===== src/rtl/tmr_pkg.sv =====
package tmr_pkg;
    parameter int unsigned TMR_W = 16;

    typedef struct packed {
        logic [TMR_W-1:0] cnt;
        logic [TMR_W-1:0] cmp_buf;
        logic             run;
        logic             tog;
        logic             irq;
    } core_st_t;

    localparam logic [TMR_W-1:0] IDLE_CNT = {TMR_W{1'b1}};
endpackage


===== src/rtl/tmr_prescale.sv =====
module tmr_prescale #(
    parameter int unsigned SEL_W = 3
) (
    input  logic             clk,
    input  logic             rst_n,
    input  logic [SEL_W-1:0] sel,
    output logic             tick
);
    localparam int unsigned NDIV  = 2 ** SEL_W;
    localparam int unsigned DIV_W = NDIV - 1;

    logic [DIV_W-1:0] div_d, div_q;
    logic [NDIV-1:0]  tick_vec;

    // one comparator per divide ratio, picked by sel
    for (genvar i = 0; i < NDIV; i++) begin : g_ratio
        localparam logic [DIV_W-1:0] MASK = DIV_W'((1 << i) - 1);
        assign tick_vec[i] = ((div_q & MASK) == MASK);
    end

    always_comb begin
        div_d = div_q + 1'b1;
        tick  = tick_vec[sel];
    end

    always_ff @(posedge clk or negedge rst_n) begin
        if (!rst_n) div_q <= '0;
        else        div_q <= div_d;
    end

    // divide-by-1 ticks every cycle
    assert_div1_R5: assert property (@(posedge clk) disable iff (!rst_n)
        (sel == '0) |-> tick);
    // any ratio of two or more cannot tick in two cycles in a row
    assert_spacing_R5: assert property (@(posedge clk) disable iff (!rst_n)
        (tick && sel != '0 && $stable(sel)) |=> !tick);
endmodule


===== src/rtl/tmr_edge.sv =====
module tmr_edge #(
    parameter int unsigned SYNC_STAGES = 2
) (
    input  logic clk,
    input  logic rst_n,
    input  logic ev_in,
    output logic rise
);
    logic [SYNC_STAGES:0] sh_d, sh_q;

    always_comb begin
        sh_d = {sh_q[SYNC_STAGES-1:0], ev_in};
        rise = sh_q[SYNC_STAGES-1] & ~sh_q[SYNC_STAGES];
    end

    always_ff @(posedge clk or negedge rst_n) begin
        if (!rst_n) sh_q <= '0;
        else        sh_q <= sh_d;
    end

    assert_single_edge_R6: assert property (@(posedge clk) disable iff (!rst_n)
        rise |=> !rise);
endmodule


===== src/rtl/tmr_core.sv =====
module tmr_core
    import tmr_pkg::*;
(
    input  logic             clk,
    input  logic             rst_n,
    input  logic             act,
    input  logic             tick,
    input  logic [TMR_W-1:0] cmp_val,
    output logic [TMR_W-1:0] cnt,
    output logic             tog,
    output logic             irq
);
    core_st_t st_d, st_q;
    logic     hit;

    always_comb begin
        st_d     = st_q;
        st_d.irq = 1'b0;
        hit      = (st_q.cnt == st_q.cmp_buf);
        if (!act) begin
            st_d.cnt = IDLE_CNT;
            st_d.run = 1'b0;
            st_d.tog = 1'b0;
        end else if (tick) begin
            if (!st_q.run) begin
                st_d.cnt     = '0;
                st_d.run     = 1'b1;
                st_d.tog     = ~st_q.tog;
                st_d.cmp_buf = cmp_val;
            end else if (hit) begin
                st_d.cnt     = '0;
                st_d.tog     = ~st_q.tog;
                st_d.irq     = 1'b1;
                st_d.cmp_buf = cmp_val;
            end else begin
                st_d.cnt = st_q.cnt + 1'b1;
            end
        end
    end

    always_ff @(posedge clk or negedge rst_n) begin
        if (!rst_n) begin
            st_q.cnt     <= IDLE_CNT;
            st_q.cmp_buf <= '0;
            st_q.run     <= 1'b0;
            st_q.tog     <= 1'b0;
            st_q.irq     <= 1'b0;
        end else begin
            st_q <= st_d;
        end
    end

    assign cnt = st_q.cnt;
    assign tog = st_q.tog;
    assign irq = st_q.irq;

    assert_start_R2: assert property (@(posedge clk) disable iff (!rst_n)
        $rose(st_q.run) |-> (st_q.cnt == '0 && st_q.tog && !st_q.irq));
    assert_match_clear_R3: assert property (@(posedge clk) disable iff (!rst_n)
        st_q.irq |-> (st_q.cnt == '0 && st_q.tog != $past(st_q.tog)));
    assert_advance_R4: assert property (@(posedge clk) disable iff (!rst_n)
        (act && tick && st_q.run && !hit) |=> (st_q.cnt == $past(st_q.cnt) + 1'b1));
    assert_hold_R5: assert property (@(posedge clk) disable iff (!rst_n)
        (act && !tick) |=> $stable(st_q.cnt));
    assert_stop_R7: assert property (@(posedge clk) disable iff (!rst_n)
        !act |=> (st_q.cnt == IDLE_CNT && !st_q.tog && !st_q.irq));
    assert_buf_hold_R9: assert property (@(posedge clk) disable iff (!rst_n)
        (st_q.run && $past(st_q.run) && !st_q.irq) |-> $stable(st_q.cmp_buf));
endmodule


===== src/rtl/ivl_timer.sv =====
module ivl_timer
    import tmr_pkg::*;
#(
    parameter int unsigned SEL_W       = 3,
    parameter int unsigned MODE_W      = 3,
    parameter int unsigned SYNC_STAGES = 2
) (
    input  logic              clk,
    input  logic              rst_n,
    input  logic              cnt_en,
    input  logic [SEL_W-1:0]  clk_sel,
    input  logic [MODE_W-1:0] mode_sel,
    input  logic              ext_sel,
    input  logic [TMR_W-1:0]  cmp_val,
    input  logic              ev_in,
    output logic              irq_match,
    output logic              tmr_out,
    output logic [TMR_W-1:0]  count_o
);
    localparam logic [MODE_W-1:0] MODE_INTERVAL = '0;

    logic int_tick, ev_rise, cnt_tick, act;

    tmr_prescale #(.SEL_W(SEL_W)) u_pre (
        .clk  (clk),
        .rst_n(rst_n),
        .sel  (clk_sel),
        .tick (int_tick)
    );

    tmr_edge #(.SYNC_STAGES(SYNC_STAGES)) u_edge (
        .clk  (clk),
        .rst_n(rst_n),
        .ev_in(ev_in),
        .rise (ev_rise)
    );

    always_comb begin
        act      = cnt_en && (mode_sel == MODE_INTERVAL);
        cnt_tick = ext_sel ? ev_rise : int_tick;
    end

    tmr_core u_core (
        .clk    (clk),
        .rst_n  (rst_n),
        .act    (act),
        .tick   (cnt_tick),
        .cmp_val(cmp_val),
        .cnt    (count_o),
        .tog    (tmr_out),
        .irq    (irq_match)
    );

    assert_mode_gate_R8: assert property (@(posedge clk) disable iff (!rst_n)
        (mode_sel != MODE_INTERVAL) |=> (count_o == IDLE_CNT && !tmr_out));
endmodule


===== config.mk =====
export PLATFORM = sky130hd
export DESIGN_NAME = ivl_timer
export DESIGN_NICKNAME = d
export VERILOG_FILES = /design/src/rtl/tmr_pkg.sv /design/src/rtl/tmr_prescale.sv /design/src/rtl/tmr_edge.sv /design/src/rtl/tmr_core.sv /design/src/rtl/ivl_timer.sv
export SDC_FILE = /design/constraint.sdc
export NUM_CORES = 1
export LEC_CHECK = 0
export ABC_AREA = 1
export BUFFER_PORTS_ARGS = -buffer_cell sky130_fd_sc_hd__buf_2
export CAP_MARGIN = 40
export CELL_PAD_IN_SITES_DETAIL_PLACEMENT = 0
export CELL_PAD_IN_SITES_GLOBAL_PLACEMENT = 1
export CORE_ASPECT_RATIO = 1.4
export CORE_MARGIN = 4
export CORE_UTILIZATION = 40
export DETAILED_ROUTE_END_ITERATION = 10
export PLACE_DENSITY_LB_ADDON = 0.15
export SETUP_SLACK_MARGIN = 0.4
export SYNTH_ARGS = -nofsm -noshare
export SYNTH_HDL_FRONTEND = slang
export SYNTH_SLANG_ARGS = --single-unit

===== constraint.sdc =====
create_clock -name clk -period 2.6 [get_ports clk]
set_input_delay 0.39 -clock clk [delete_from_list [all_inputs] [get_ports clk]]
set_output_delay 0.39 -clock clk [all_outputs]
set_load 0.005 [all_outputs]

* Yosys cells after proc, flatten, opt, wreduce, memory -nomap -nowiden *
Index checks and enable logic that the tools add are counted.
Widths: inputs -> output; s select.

word-level totals
  register bits = 45
  bits of input ports = 27
  output and inout bits = 18
  logic and storage cells = 40

operators by class
  $add $sub $neg = 2
  $lt $le $gt $ge = 1
  eq/ne operators = 10
  muxes and demuxes = 13
  bitwise operators = 3
  reductions and logical operators = 4

operators by type and width
  operator               count
  $mux 16                3
  $mux 35                1
  $mux 32                1
  $add 16x1->16 const B  1
  $eq 16x16->1           1
  $add 7x1->7 const B    1
  $eq 7x7->1 const B     1
  $eq 6x6->1 const B     1
  $eq 5x5->1 const B     1
  $mux 1                 5
  $eq 4x4->1 const B     1
  $lt 3x4->1 const B     1
  $mux 2                 2
  $ne 2x2->1 const B     2
  $bmux 1 s3             1
  $eq 3x3->1 const B     1
  $logic_not 3->1        1
  $ne 3x3->1 const B     1
  $reduce_and 3->1       1
  $eq 2x2->1 const B     1
  $not 1->1              2
  $reduce_and 2->1       1
  $and 1x1->1            1
  $logic_and 1x1->1      1

* Logic depth before layout (Yosys ltp) *
  word-level depth = 6
  mapped depth = 13

* By module *
A second synthesis with hierarchy kept.

second synthesis, totals
  cells, all modules = 357
  area, all modules = 2663.8 sq um

by module, submodules not included
  module        times used  cells each  area an instance (sq um)
  tmr_core      1           298         2154.6
  tmr_prescale  1           45          389.1
  tmr_edge      1           5           85.1
  ivl_timer     1           9           35.0

* Worst setup path before layout *
Ideal clock, no wire load.

  path kind = register to register
  start = reg, netlist name u_core.cnt[2]
  end = reg u_core.st_q[10] (netlist bit)
  setup time = 0.117 ns
  arrival = 1.565 ns
  required time = 2.483 ns
  setup slack = 0.918 ns
  cell stages (with the launch flop) = 14
  buffers on the path = 2
  cells stage by stage = dfstp_2 -> buf_2 -> inv_2 -> nand2_1 -> nand2_1 -> nor2_1 -> nand2_1 -> nor2_4 -> nand2_4 -> nand2_8 -> nand3_4 -> buf_6 -> nand2_1 -> nand2_1

between the ends
  cells in the longest elaborated chain, start to end = 3

ends and longest elaborated chain
  item                        line            RTL
  $eq 16x16->1                tmr_core.sv:19  hit = (st_q.cnt == st_q.cmp_buf);
  $ne 2x2->1 (no line)        -
  $reduce_and 3->1 (no line)  -
  end signal, assigned        tmr_core.sv:49  st_q <= st_d;
  end, declared               tmr_core.sv:13  core_st_t st_d, st_q;

Every way passes these cells.
A chain may end at the register's enable or synchronous reset.

* Worst setup path after layout *
  start = reg, netlist name u_core.cnt[0]
  end = reg u_core.st_q[16] (netlist bit)

between the ends
  cells in the longest elaborated chain, start to end = 3

ends and longest elaborated chain
  item                        line
  $eq 16x16->1                tmr_core.sv:19
  $ne 2x2->1 (no line)        -
  $reduce_and 3->1 (no line)  -

Every way passes these cells.

==> out/qor.txt <==
ratio of cells with drive above 1 in the final layout - 21.2%
clk_skew - 0.00911 ns
post-synth design cell area - 2780 um^2
Post-synth top flop - dfrtp_1
Crit. Startpoint - u_core.cnt[0]
die height - 107 um
buffer and inverter count on the worst path - 1
Max FO, Critical Path - 18
Rel. slew slack - 41.9%
residual DRC count - 0
Core ar. - 6660 um^2
area leader, netlist - dfrtp_1
Pwr Density - 517 nW/um^2
Worst R2R Setup Slack - 0.64 ns
Yosys warning count - 0
Layout area overhead - 12.3%
CP Capture Type - flop
CTS Sinks - 45
gpl congestion - 0.755
Slew @ Worst Pin - 0.872 ns
maximum clock insertion buffer count - 2
count leader, synth - nand2_1
EDFF count, synth - 0
Row Count - 35
top post-synthesis cells by area - dfrtp_1 (26%), nand2_1 (16%), dfstp_2 (15%)
initial core utilization - 41.7%
Top Ports - 45
Pre-Repair DR Iteration Count - 4
vias in the first global route - 2,346
WHS - 0.169 ns
syn_nets - 412
Max Used Layer - met4
top cell type's share of synthesized area - 26.1%
worst r2r src - u_core.cnt[0]
Tightest Hold Check Type - input port to asynchronous set/reset pin
DRT iter0 DRCs - 109
crit share post-route - 75.5%
Via-to-Cell Ratio - 4.77
Synth async-reset ratio - 100%
placed cells - 494
largest net degree at the start of global routing - 46
die area - 8350 um^2
Worst IR Drop VDD - 0.000286 V
crit-path most repeated cell - nand2_1
Setup Crit Path Kind - flop to flop
max incr delay on CP - 0.62 ns
TritonCTS Buffers - 5
total grt overflow - 0
most frequent cells after synthesis - nand2_1 (118), nor2_1 (50), nand3_1 (41), inv_1 (38), dfrtp_1 (29)
CTS tree - yes
Non-Filler Instances - 507
Max Freq - 510 MHz
routed wl met2 - 3610 um
CTS H-tree lvls - 2
first-pass GRT wire length - 11,000 um
Antenna Violating Nets Remaining - 0
number of antenna violations at the first check in global routing - 0
max-slew violation count - 0
crit path cell chain - inv_2, nand2_1, nand2_1, nor2_1, nand2_1, nor2_4, nand2_4, nand2_8, nand3_4, nand2_1, nand2_1
wire per inst - 13.4 um
status - completed
Clk Latency, worst-skew pair - 0.30 ns
post-synthesis cell count - 382
# diodes - 0
fill cell count - 739
CP Launch Type - flop
WP data arrival - 2.15 ns
Root Driver - clkbuf_8
delay-heaviest family, CP - simple AND/OR/NAND/NOR gates
Final Hold Fails - 0
Buffers on Ports - 44
M1 WL - 2910 um
Die Span X - 78.4 um
Nets - 444
max_cap viols - 0
slowest CP cell - dfstp_2
WL final - 6810 um
setup_tns - 0 ns
sequential share of the synthesized area - 41.3%
flops & latches, synth - 45
total track usage - 16.7%
Clk pin slew, worst setup/hold paths - 0.09 ns
# setup viols final - 0
DPL Wire Length - 4680 um
Via Count - 2,420
Worst EP required - 2.79 ns
RSZ-0062 raised after global routing - no
Leakage Power - 0.00170 uW
Final min period - 1.96 ns
Yosys cell types - 27
DR WL met3 - 248 um
Synth Area per Inst - 7.26 um^2
cells in the final DEF, fill, tap and decap left out, drive strengths merged, types with 2 or more instances in the layout:
cell    count
a21oi      18
nand3b      6
nand3      44
nor2       52
ha          3
dfrtp      29
nand4       2
dfstp      16
nor3        3
buf        50
clkbuf      7
xor2       15
nand2     122
o21ai       2
inv        43
worst register-to-register path, stage by stage, from the launching register on:
cell and delay, ns:
dfstp_2 0.62, inv_2 0.07, nand2_1 0.06, nand2_1 0.05, nor2_1 0.12, nand2_1 0.13
nor2_4 0.13, nand2_4 0.18, nand2_8 0.14, nand3_4 0.17, nand2_1 0.12, nand2_1 0.06
stage by stage:
step           utilization (%)  worst slack (ns)  instance area [um^2]  power [uW]
3_3_place_gp              44.3             0.548                  2950        1070
3_5_place_dp              44.3             0.480                  2950        1070
2_1_floorplan                -             0.918                  2780         993
5_1_grt                   46.8             0.420                  3120        1710
4_1_cts                   46.0             0.456                  3060        1630
6_report                  46.8             0.638                  3120        1610
registers in the layout, summed over array words and instances (netlist names):
name,flops
u_edge.sh_q,3
u_core.cnt,16
u_core.st_q,17
u_core.irq,1
u_pre.div_q,7
u_core.tog,1
cell families (layout without fill, tap and decap cells):
family / count (synthesis) / in the layout / share of synthesized area (%)
flops: 45 / 45 / 41.3
buf+inv: 70 / 101 / 12.5
compound gates: 20 / 20 / 3.74
fa+ha+maj: 3 / 3 / 1.35
simple gates: 229 / 231 / 36.4
xor+xnor: 15 / 15 / 4.73
timing repair:
| action | CTS | global route |
|---|---|---|
| endpoints found under the setup margin | 0 | 16 |
| resized for setup | 0 | 1 |
| buffers inserted | 0 | 3 |
| hold buffers | 0 | 0 |
layout make-up:
cell class | instances | area (um^2) | area share, %
clock inverters | 1 | 30.0 | 0.964
clock buffers | 7 | 86.3 | 2.77
repair buffers | 50 | 265 | 8.51
multi-input cells | 269 | 1310 | 42.1
well taps | 92 | 115 | 3.69
inverters | 43 | 161 | 5.18
flip-flops and latches | 45 | 1150 | 36.8
per-layer routing:
metal  track usage (%)  vias to the layer above
met1              19.8                     1140
met5                 0                        -
met4              4.38                        0
li1                  -                     1236
met2              30.6                       40
met3              3.05                        4
final timing paths:
kind                                    to  cells past startpoint
setup / recovery           u_core.st_q[16]                     11
hold / removal             u_core.st_q[10]                      2
setup reg to reg           u_core.st_q[16]                     11
hold reg to reg             u_edge.sh_q[1]                      0
max in group asynchronous   u_core.cnt[13]                      2
min in group clk            u_edge.sh_q[0]                      1
power breakdown:
part | switching (uW) | internal, uW
Combinational | 142 | 102
Clock | 238 | 314
Sequential | 51.2 | 763
Total | 431 | 1180
No activity file was read; power rests on OpenSTA's default activity.
